<file path="src/rtl/ecube_pkg.sv">
package ecube_pkg;

  typedef enum logic [1:0] {
    ST_IDLE  = 2'd0,
    ST_ROUTE = 2'd1,
    ST_DONE  = 2'd2
  } route_state_e;

  // Isolates the lowest set bit of a word (two's-complement trick).
  function automatic logic [31:0] lowest_one(input logic [31:0] v);
    return v & (~v + 32'd1);
  endfunction

endpackage

</file>
<file path="src/rtl/ecube_dim_select.sv">
module ecube_dim_select #(
  parameter int unsigned DIM_W = 4
) (
  input  logic [DIM_W-1:0] diff_i,
  output logic [DIM_W-1:0] pick_o,
  output logic             any_o
);
  // seen[i] is set when some lower bit of diff_i is already 1.
  logic [DIM_W:0] seen;

  assign seen[0] = 1'b0;

  generate
    for (genvar i = 0; i < DIM_W; i++) begin : g_chain
      assign pick_o[i]  = diff_i[i] & ~seen[i];
      assign seen[i+1]  = seen[i] | diff_i[i];
    end
  endgenerate

  assign any_o = seen[DIM_W];
endmodule

</file>
<file path="src/rtl/ecube_hamming.sv">
module ecube_hamming #(
  parameter int unsigned DIM_W = 4,
  parameter int unsigned CNT_W = 3
) (
  input  logic [DIM_W-1:0] diff_i,
  output logic [CNT_W-1:0] count_o
);
  logic [CNT_W-1:0] acc [DIM_W+1];

  assign acc[0] = '0;

  generate
    for (genvar i = 0; i < DIM_W; i++) begin : g_sum
      assign acc[i+1] = acc[i] + CNT_W'(diff_i[i]);
    end
  endgenerate

  assign count_o = acc[DIM_W];
endmodule

</file>
<file path="src/rtl/ecube_router.sv">
module ecube_router #(
  parameter int unsigned DIM_W = 4
) (
  input  logic                         clk,
  input  logic                         rst_n,
  input  logic                         start_i,
  input  logic [DIM_W-1:0]             src_i,
  input  logic [DIM_W-1:0]             dst_i,
  output logic                         hop_valid_o,
  input  logic                         hop_ready_i,
  output logic [DIM_W-1:0]             hop_dim_o,
  output logic [DIM_W-1:0]             cur_node_o,
  output logic                         route_done_o,
  output logic [$clog2(DIM_W+1)-1:0]   dist_o
);
  import ecube_pkg::*;

  localparam int unsigned CNT_W = $clog2(DIM_W + 1);

  route_state_e     state_q;
  logic [DIM_W-1:0] cur_q;
  logic [DIM_W-1:0] dst_q;
  logic [CNT_W-1:0] dist_q;

  // Named internal events, also observed by the bound checker.
  logic [DIM_W-1:0] diff_w;
  logic [DIM_W-1:0] pick_w;
  logic             more_w;
  logic [CNT_W-1:0] start_dist_w;
  logic             hop_fire_w;
  logic             last_hop_w;
  logic             start_take_w;

  assign diff_w = cur_q ^ dst_q;

  ecube_dim_select #(.DIM_W(DIM_W)) u_pick (
    .diff_i (diff_w),
    .pick_o (pick_w),
    .any_o  (more_w)
  );

  ecube_hamming #(.DIM_W(DIM_W), .CNT_W(CNT_W)) u_dist (
    .diff_i  (src_i ^ dst_i),
    .count_o (start_dist_w)
  );

  assign hop_valid_o  = (state_q == ST_ROUTE) && more_w;
  assign hop_dim_o    = hop_valid_o ? pick_w : '0;
  assign hop_fire_w   = hop_valid_o && hop_ready_i;
  assign last_hop_w   = hop_fire_w && (diff_w == pick_w);
  assign start_take_w = start_i && (state_q != ST_ROUTE);

  always_ff @(posedge clk or negedge rst_n) begin
    if (!rst_n) begin
      state_q <= ST_IDLE;
      cur_q   <= '0;
      dst_q   <= '0;
      dist_q  <= '0;
    end else if (start_take_w) begin
      cur_q   <= src_i;
      dst_q   <= dst_i;
      dist_q  <= start_dist_w;
      state_q <= (start_dist_w == '0) ? ST_DONE : ST_ROUTE;
    end else begin
      case (state_q)
        ST_ROUTE: begin
          if (hop_fire_w) begin
            cur_q <= cur_q ^ pick_w;
            if (last_hop_w) state_q <= ST_DONE;
          end
        end
        ST_DONE: state_q <= ST_IDLE;
        default: state_q <= ST_IDLE;
      endcase
    end
  end

  assign cur_node_o   = cur_q;
  assign route_done_o = (state_q == ST_DONE);
  assign dist_o       = dist_q;
endmodule

</file>
<file path="config.mk">
export PLATFORM = sky130hd
export DESIGN_NAME = ecube_router
export DESIGN_NICKNAME = d
export VERILOG_FILES = /design/src/rtl/ecube_pkg.sv /design/src/rtl/ecube_dim_select.sv /design/src/rtl/ecube_hamming.sv /design/src/rtl/ecube_router.sv
export SDC_FILE = /design/constraint.sdc
export NUM_CORES = 1
export LEC_CHECK = 0
export ABC_CLOCK_PERIOD_IN_PS = 1350
export BUFFER_PORTS_ARGS = -buffer_cell sky130_fd_sc_hd__buf_2
export CELL_PAD_IN_SITES_DETAIL_PLACEMENT = 0
export CELL_PAD_IN_SITES_GLOBAL_PLACEMENT = 1
export CORE_ASPECT_RATIO = 1.4
export CORE_MARGIN = 2
export CORE_UTILIZATION = 34
export CTS_CLUSTER_DIAMETER = 30
export DETAILED_ROUTE_END_ITERATION = 12
export GPL_ROUTABILITY_DRIVEN = 0
export PLACE_DENSITY_LB_ADDON = 0.1
export SLEW_MARGIN = 10
export SYNTH_ARGS = -nofsm -noshare
export SYNTH_HDL_FRONTEND = slang
export SYNTH_SLANG_ARGS = --single-unit
</file>
<file path="constraint.sdc">
create_clock -name clk -period 1.35 [get_ports clk]
set_input_delay 0.405 -clock clk [delete_from_list [all_inputs] [get_ports clk]]
set_output_delay 0.405 -clock clk [all_outputs]
set_load 0.005 [all_outputs]
</file>
## Word-level counts from Yosys, hierarchy flattened

Index checks and enable logic that the tools add are counted.

| operators by class | value |
|---|---|
| add/subtract/negate cells | 3 |
| equal/unequal tests | 6 |
| muxes and demuxes | 9 |
| bitwise logic cells | 12 |
| reductions and logical operators | 9 |

Operators with widths:

| kind | count |
|---|---|
| 2-to-1 mux 4 bit | 4 |
| bitwise XOR 4 bit | 3 |
| 2-to-1 mux 2 bit | 5 |
| adder 3 x 1 -> 3 bit | 2 |
| inequality test 3 bit (second input constant) | 2 |
| logical AND 1 bit | 4 |
| AND reduction 2 bit | 2 |
| nonzero test 2 bit | 2 |
| AND 1 bit | 3 |
| == test 3 bit | 1 |
| logical NOT 3 bit | 1 |
| inverter 1 bit | 3 |
| bitwise OR 1 bit | 3 |
| adder 1 x 1 -> 2 bit | 1 |
| == test 2 x 1 -> 1 bit (second input constant) | 1 |
| == test 2 bit (second input constant) | 1 |
| inequality test 2 x 1 -> 1 bit (second input constant) | 1 |

| storage, ports and cells | value |
|---|---|
| bits in registers | 13 |
| input port bits | 12 |
| output and inout port bits | 13 |
| word-level logic and storage cells | 43 |

## Longest topological paths before layout

| depth | value |
|---|---|
| depth after elaboration | 11 |
| depth in mapped cells | 6 |
| gate-level depth less buffers | 6 |

## By module

Synthesis repeated with hierarchy kept, for this count alone.

| second synthesis, totals | value |
|---|---|
| cells, all modules | 82 |
| area, all modules | 902.1 um2 |

By module, submodules not included:

| module | instances | cells an instance | area an instance (um2) | sequential area each (um2) |
|---|---|---|---|---|
| ecube_router | 1 | 69 | 800.8 | 325.3 |
| ecube_hamming | 1 | 8 | 63.8 | 0.0 |
| ecube_dim_select | 1 | 5 | 37.5 | 0.0 |

## Worst setup path before layout

Ideal clock, no wire load.

| path | value |
|---|---|
| path kind | input to register |
| start | input port dst_i[0] |
| end | register state_q[0] |
| library setup time | 136 ps |
| arrival | 1832 ps |
| data required time | 1214 ps |
| path slack | -618 ps |
| stages | 6 |
| path buffers | 0 |
| path through | xor2_1 > ha_1 > fa_1 > ha_1 > o31ai_1 > a22oi_1 |

| between the ends | value |
|---|---|
| longest elaborated chain between the ends | 7 |

RTL lines:

| element | RTL line | RTL |
|---|---|---|
| from (decl) | ecube_router.sv:8 | `input logic [DIM_W-1:0] dst_i,` |
| bitwise XOR 4 bit | ecube_router.sv:43 | `.diff_i (src_i ^ dst_i),` |
| adder 1 x 1 -> 2 bit | ecube_hamming.sv:14 | `assign acc[i+1] = acc[i] + CNT_W'(diff_i[i]);` |
| adder 3 x 1 -> 3 bit (2 in a row) | ecube_hamming.sv:14 |  |
| named net start_dist_w[1] | ecube_router.sv:29 | `logic [CNT_W-1:0] start_dist_w;` |
| logical NOT 3 bit | ecube_router.sv:63 | `state_q <= (start_dist_w == '0) ? ST_DONE : ST_ROUTE;` |
| 2-to-1 mux 2 bit | ecube_router.sv:63 |  |
| 2-to-1 mux 2 bit | ecube_router.sv:59 | `end else if (start_take_w) begin` |
| to (signal assigned) | ecube_router.sv:63 |  |
| to (decl) | ecube_router.sv:20 | `route_state_e state_q;` |

The timed path passes the listed nets, and every way through them passes these cells.
A chain may end at the register's enable or synchronous reset.

## Final worst setup path

| path | value |
|---|---|
| start | register cur_q[0] (netlist: cur_node_o[0]) |
| end | output port hop_valid_o |

| between the ends | value |
|---|---|
| longest elaborated chain between the ends | 5 |

RTL lines:

| element | RTL line | RTL |
|---|---|---|
| from (decl) | ecube_router.sv:21 | `logic [DIM_W-1:0] cur_q;` |
| from (signal assigned) | ecube_router.sv:60 | `cur_q <= src_i;` |
| from (signal assigned) | ecube_router.sv:68 | `cur_q <= cur_q ^ pick_w;` |
| bitwise XOR 4 bit | ecube_router.sv:34 | `assign diff_w = cur_q ^ dst_q;` |
| bitwise OR 1 bit (3 in a row) | ecube_dim_select.sv:16 | `assign seen[i+1] = seen[i] \| diff_i[i];` |
| logical AND 1 bit | ecube_router.sv:47 | `assign hop_valid_o = (state_q == ST_ROUTE) && more_w;` |
| to (decl) | ecube_router.sv:9 | `output logic hop_valid_o,` |

Every way passes these cells.

==> results summary <==
The proportion of netlist area held by the largest area contributor came out at 40.2%. The count of max-cap constraint violations is 0. Synthesis produced a netlist with a net count of 87. The ratio of final minimum period to clock period is 129%. The count of state elements after synthesis came out at 13. The largest single stage delay on the critical path is 0.46 ns. STA classifies the critical path startpoint as a flop. The total overflow left after global routing is 0. The latest clock arrival within the worst-skew pair is about 0.27 ns. The synthesized instance count came out at 72. The most critical setup path has its startpoint at cur_node_o[0]. The count of distinct cell types in the synthesized netlist came out at 27. The shortest period the worst path allows is between 1.5 and 2 ns. The CTS tree is yes. The routed via count is 761.

The wire length of the first global-routing pass is 3.03 mm. The root buffer cell chosen for the clock tree is clkbuf_4. The total negative setup slack is -4.27 ns. The most used flip-flop cell after synthesis is dfrtp_1.

The clock passes through at most 2 buffers. By area the synthesized netlist is led by dfrtp_1 (40%), xor2_1 (8.7%), mux2_2 (8.4%). Setup violations remaining at the end of the flow were counted as 17. On the final layout, the worst clock skew is ~0.0029 ns. Counting cells, the worst reg-to-reg path comes to 7. The final setup slack of the worst path is -0.392 ns. At the placement stage, the worst setup path has a slack of -0.659 ns. The number of hold violations in the final report is 0.

The highest fanout seen on the critical path is 3. The clock-pin slew on the worst setup and hold paths is 0.07 ns. The total inserted antenna cells came out at 0. The number of antenna violations at the first check in global routing came out at 0. The static leakage power is 0.734 nW. In this run, the clock network consumes 29.2% of the power. CTS built an H-tree with a depth of 1. The floorplan die height came out at 61.7 µm. On the final layout, the worst hold slack is 0.00964 ns. Setup repair after global routing could not meet its margin everywhere. The slack of the worst reg-to-reg path came out at -0.34 ns. The run finished, with violations left. The core utilization of the finished layout came out at 65.1%. The most numerous cell type found on the critical path is nor2_1. The critical path's slowest cell is dfrtp_2.

The relative area change from synthesis to final layout is 77.2%. The required arrival time at the worst endpoint came out at 0.95 ns. Sequential cells were found to cover 40.2% of the synthesized design area. Entering global routing, the biggest net connects 14 pins.

Walking the worst path, the cells encountered are xnor2_2 > nand3_2 > nor2_1 > nor2_1 > buf_2. The number of enable-type register cells in the synthesized netlist is 0. The tightest min-delay check is of the input port to asynchronous set/reset pin type. The number of standard-cell rows in the floorplan is 20.

The total power of the final layout came out at between 700 and 800 µW. The library cell used most frequently in the layout, excluding fill and tap cells, is buf_4. The DRC violation count after routing came out at 0. Once the floorplan was initialized, standard cells occupied 36.7% of the core. The total CTS buffers is 3. The count of synthesis-stage warnings from yosys came out at 0. The horizontal die dimension is 45.2 µm.

The cell internal power dissipation came out at 587 µW. The startpoint identified for the worst register-to-register timing path is cur_node_o[0]. Wires add up to 1.85 mm. The power per standard cell area is 539 nW/µm². The critical path is of the flop to output pin type. The sequential cell fraction of total power came out at between 50% and 60%. The number of global-route vias before repair is 770.

In this run the power spent charging and discharging nets is 186 µW. In the final layout, the share of cells above drive strength 1 is 69.5%. VDD sags by at most about 0.00056 V. The die covers between 2000 and 3000 µm². The library cells used most frequently in the layout, excluding fill and tap cells, are buf_4 (25), buf_2 (17), buf_6 (15). The peak clock frequency supported by timing is 0.574 GHz. The number of sinks handled by clock tree synthesis is 13. Port buffering added 24 buffers.

Data on the critical path arrives at its endpoint at approximately 1.3 ns. For the pin with the worst max-slew slack, the measured transition is 0.477 ns. The category of the worst setup path capture point is an output pin.

The mean post-synth cell area is between 10 and 15 µm². The post-synthesis cell area came out at 808 µm². The number of buffers inserted by hold repair at cts came out at 0. The fraction of power consumed by combinational cells came out at 20.4%. The number of design-rule violations left by the first detailed-router iteration came out at 4. The number of antenna-violating nets in the routed design came out at 0. In this run switching power makes up 24.1% of total power. The share of synthesized registers carrying an async set or reset is 100%. In this run the tightest slew margin relative to its limit is between 60% and 70%.

The routed length per placed instance is roughly 12 µm. The count of boundary I/O pins came out at 25. The core region is ~2200 µm². The final reports fail on setup timing. The total number of nets in the final design is around 150. The total global-route track usage is 15.3%. The HPWL reported at the end of detailed placement came out at 1.43 mm. The number of max-slew violations in the final report is 0. Summed over all instances, the cell type with the most area after synthesis is dfrtp_1. The number of iterations in the first detailed-routing pass came out at 4. The number of vias per cell after detailed routing came out at 4.97.
## power groups by stage
| stage | sequential, mW | clock [mW] | combinational [mW] |
|---|---|---|---|
| global route | 0.389 | 0.253 | 0.175 |
| CTS | 0.389 | 0.239 | 0.156 |
| finish | 0.389 | 0.226 | 0.158 |
| detailed placement | 0.397 | 0 | 0.127 |
| floorplan | 0.397 | 0 | 0.0737 |
| global placement | 0.397 | 0 | 0.128 |
## synthesized netlist by cell type (2+ instances only)
cell type and number:
a21oi_1 4, buf_2 2, nor4_1 3, xnor2_1 3
ha_1 2, mux2i_1 4, xor2_1 8, nor3_1 3
dfrtp_1 13, nand3_1 2, mux2_2 6, nor2_1 7
## layout make-up
cell class | instances | area, µm²
Clock buffer | 4 | 26.3
Sequential cell | 13 | 330
Timing Repair Buffer | 57 | 442
Multi-Input combinational cell | 57 | 607
Tap cell | 22 | 27.5
Fill cell | 175 | 769
## metrics by stage
stage,instances,area [µm²]
after floorplan,72,892
after global placement,139,1200
after detailed placement,139,1200
after CTS,149,1370
after global routing,153,1430
final,153,1430
## worst max-delay path by stage
stage                       end  slack (ns)  cells after the start
floorplan            state_q[0]       -0.49                      6
global placement     state_q[0]       -0.69                      7
detailed placement   state_q[0]       -0.66                      7
CTS                 hop_valid_o       -0.40                      5
global route        hop_valid_o       -0.49                      5
finish              hop_valid_o       -0.39                      5
## kinds of logic (layout without fill, tap and decap cells)
family | Yosys count | in the layout | share of synthesized area [%]
buffers and inverters | 2 | 61 | 1.24
and+or+nand+nor | 20 | 20 | 13.6
xor gates and xnor gates | 12 | 12 | 13.9
AOI/OAI and AO/OA | 11 | 11 | 10.7
muxes | 11 | 11 | 14.7
adders and majority gates | 3 | 3 | 5.57
DFF | 13 | 13 | 40.2
## worst max-delay path: cells and delay by family (launching register included)
| family | cells | cell delay (ns) |
|---|---|---|
| xor+xnor | 1 | 0.21 |
| flops | 1 | 0.46 |
| buf+inv | 1 | 0.12 |
| simple gates | 3 | 0.28 |
## per-layer routing
| metal | vias up | track usage [%] | wire [µm] |
|---|---|---|---|
| met5 | - | 0 | 0 |
| met4 | 0 | 9.24 | 38 |
| met3 | 4 | 1.73 | 60 |
| met2 | 16 | 28.6 | 1010 |
| met1 | 356 | 16.2 | 747 |
| li1 | 385 | - | - |
## timing repair
item,4_1_cts,5_1_grt
gates resized for setup,20,8
buffers inserted,6,7
setup endpoints to repair,22,23
pin swaps,8,8
Note: power is estimated with default switching activity, not from simulation.
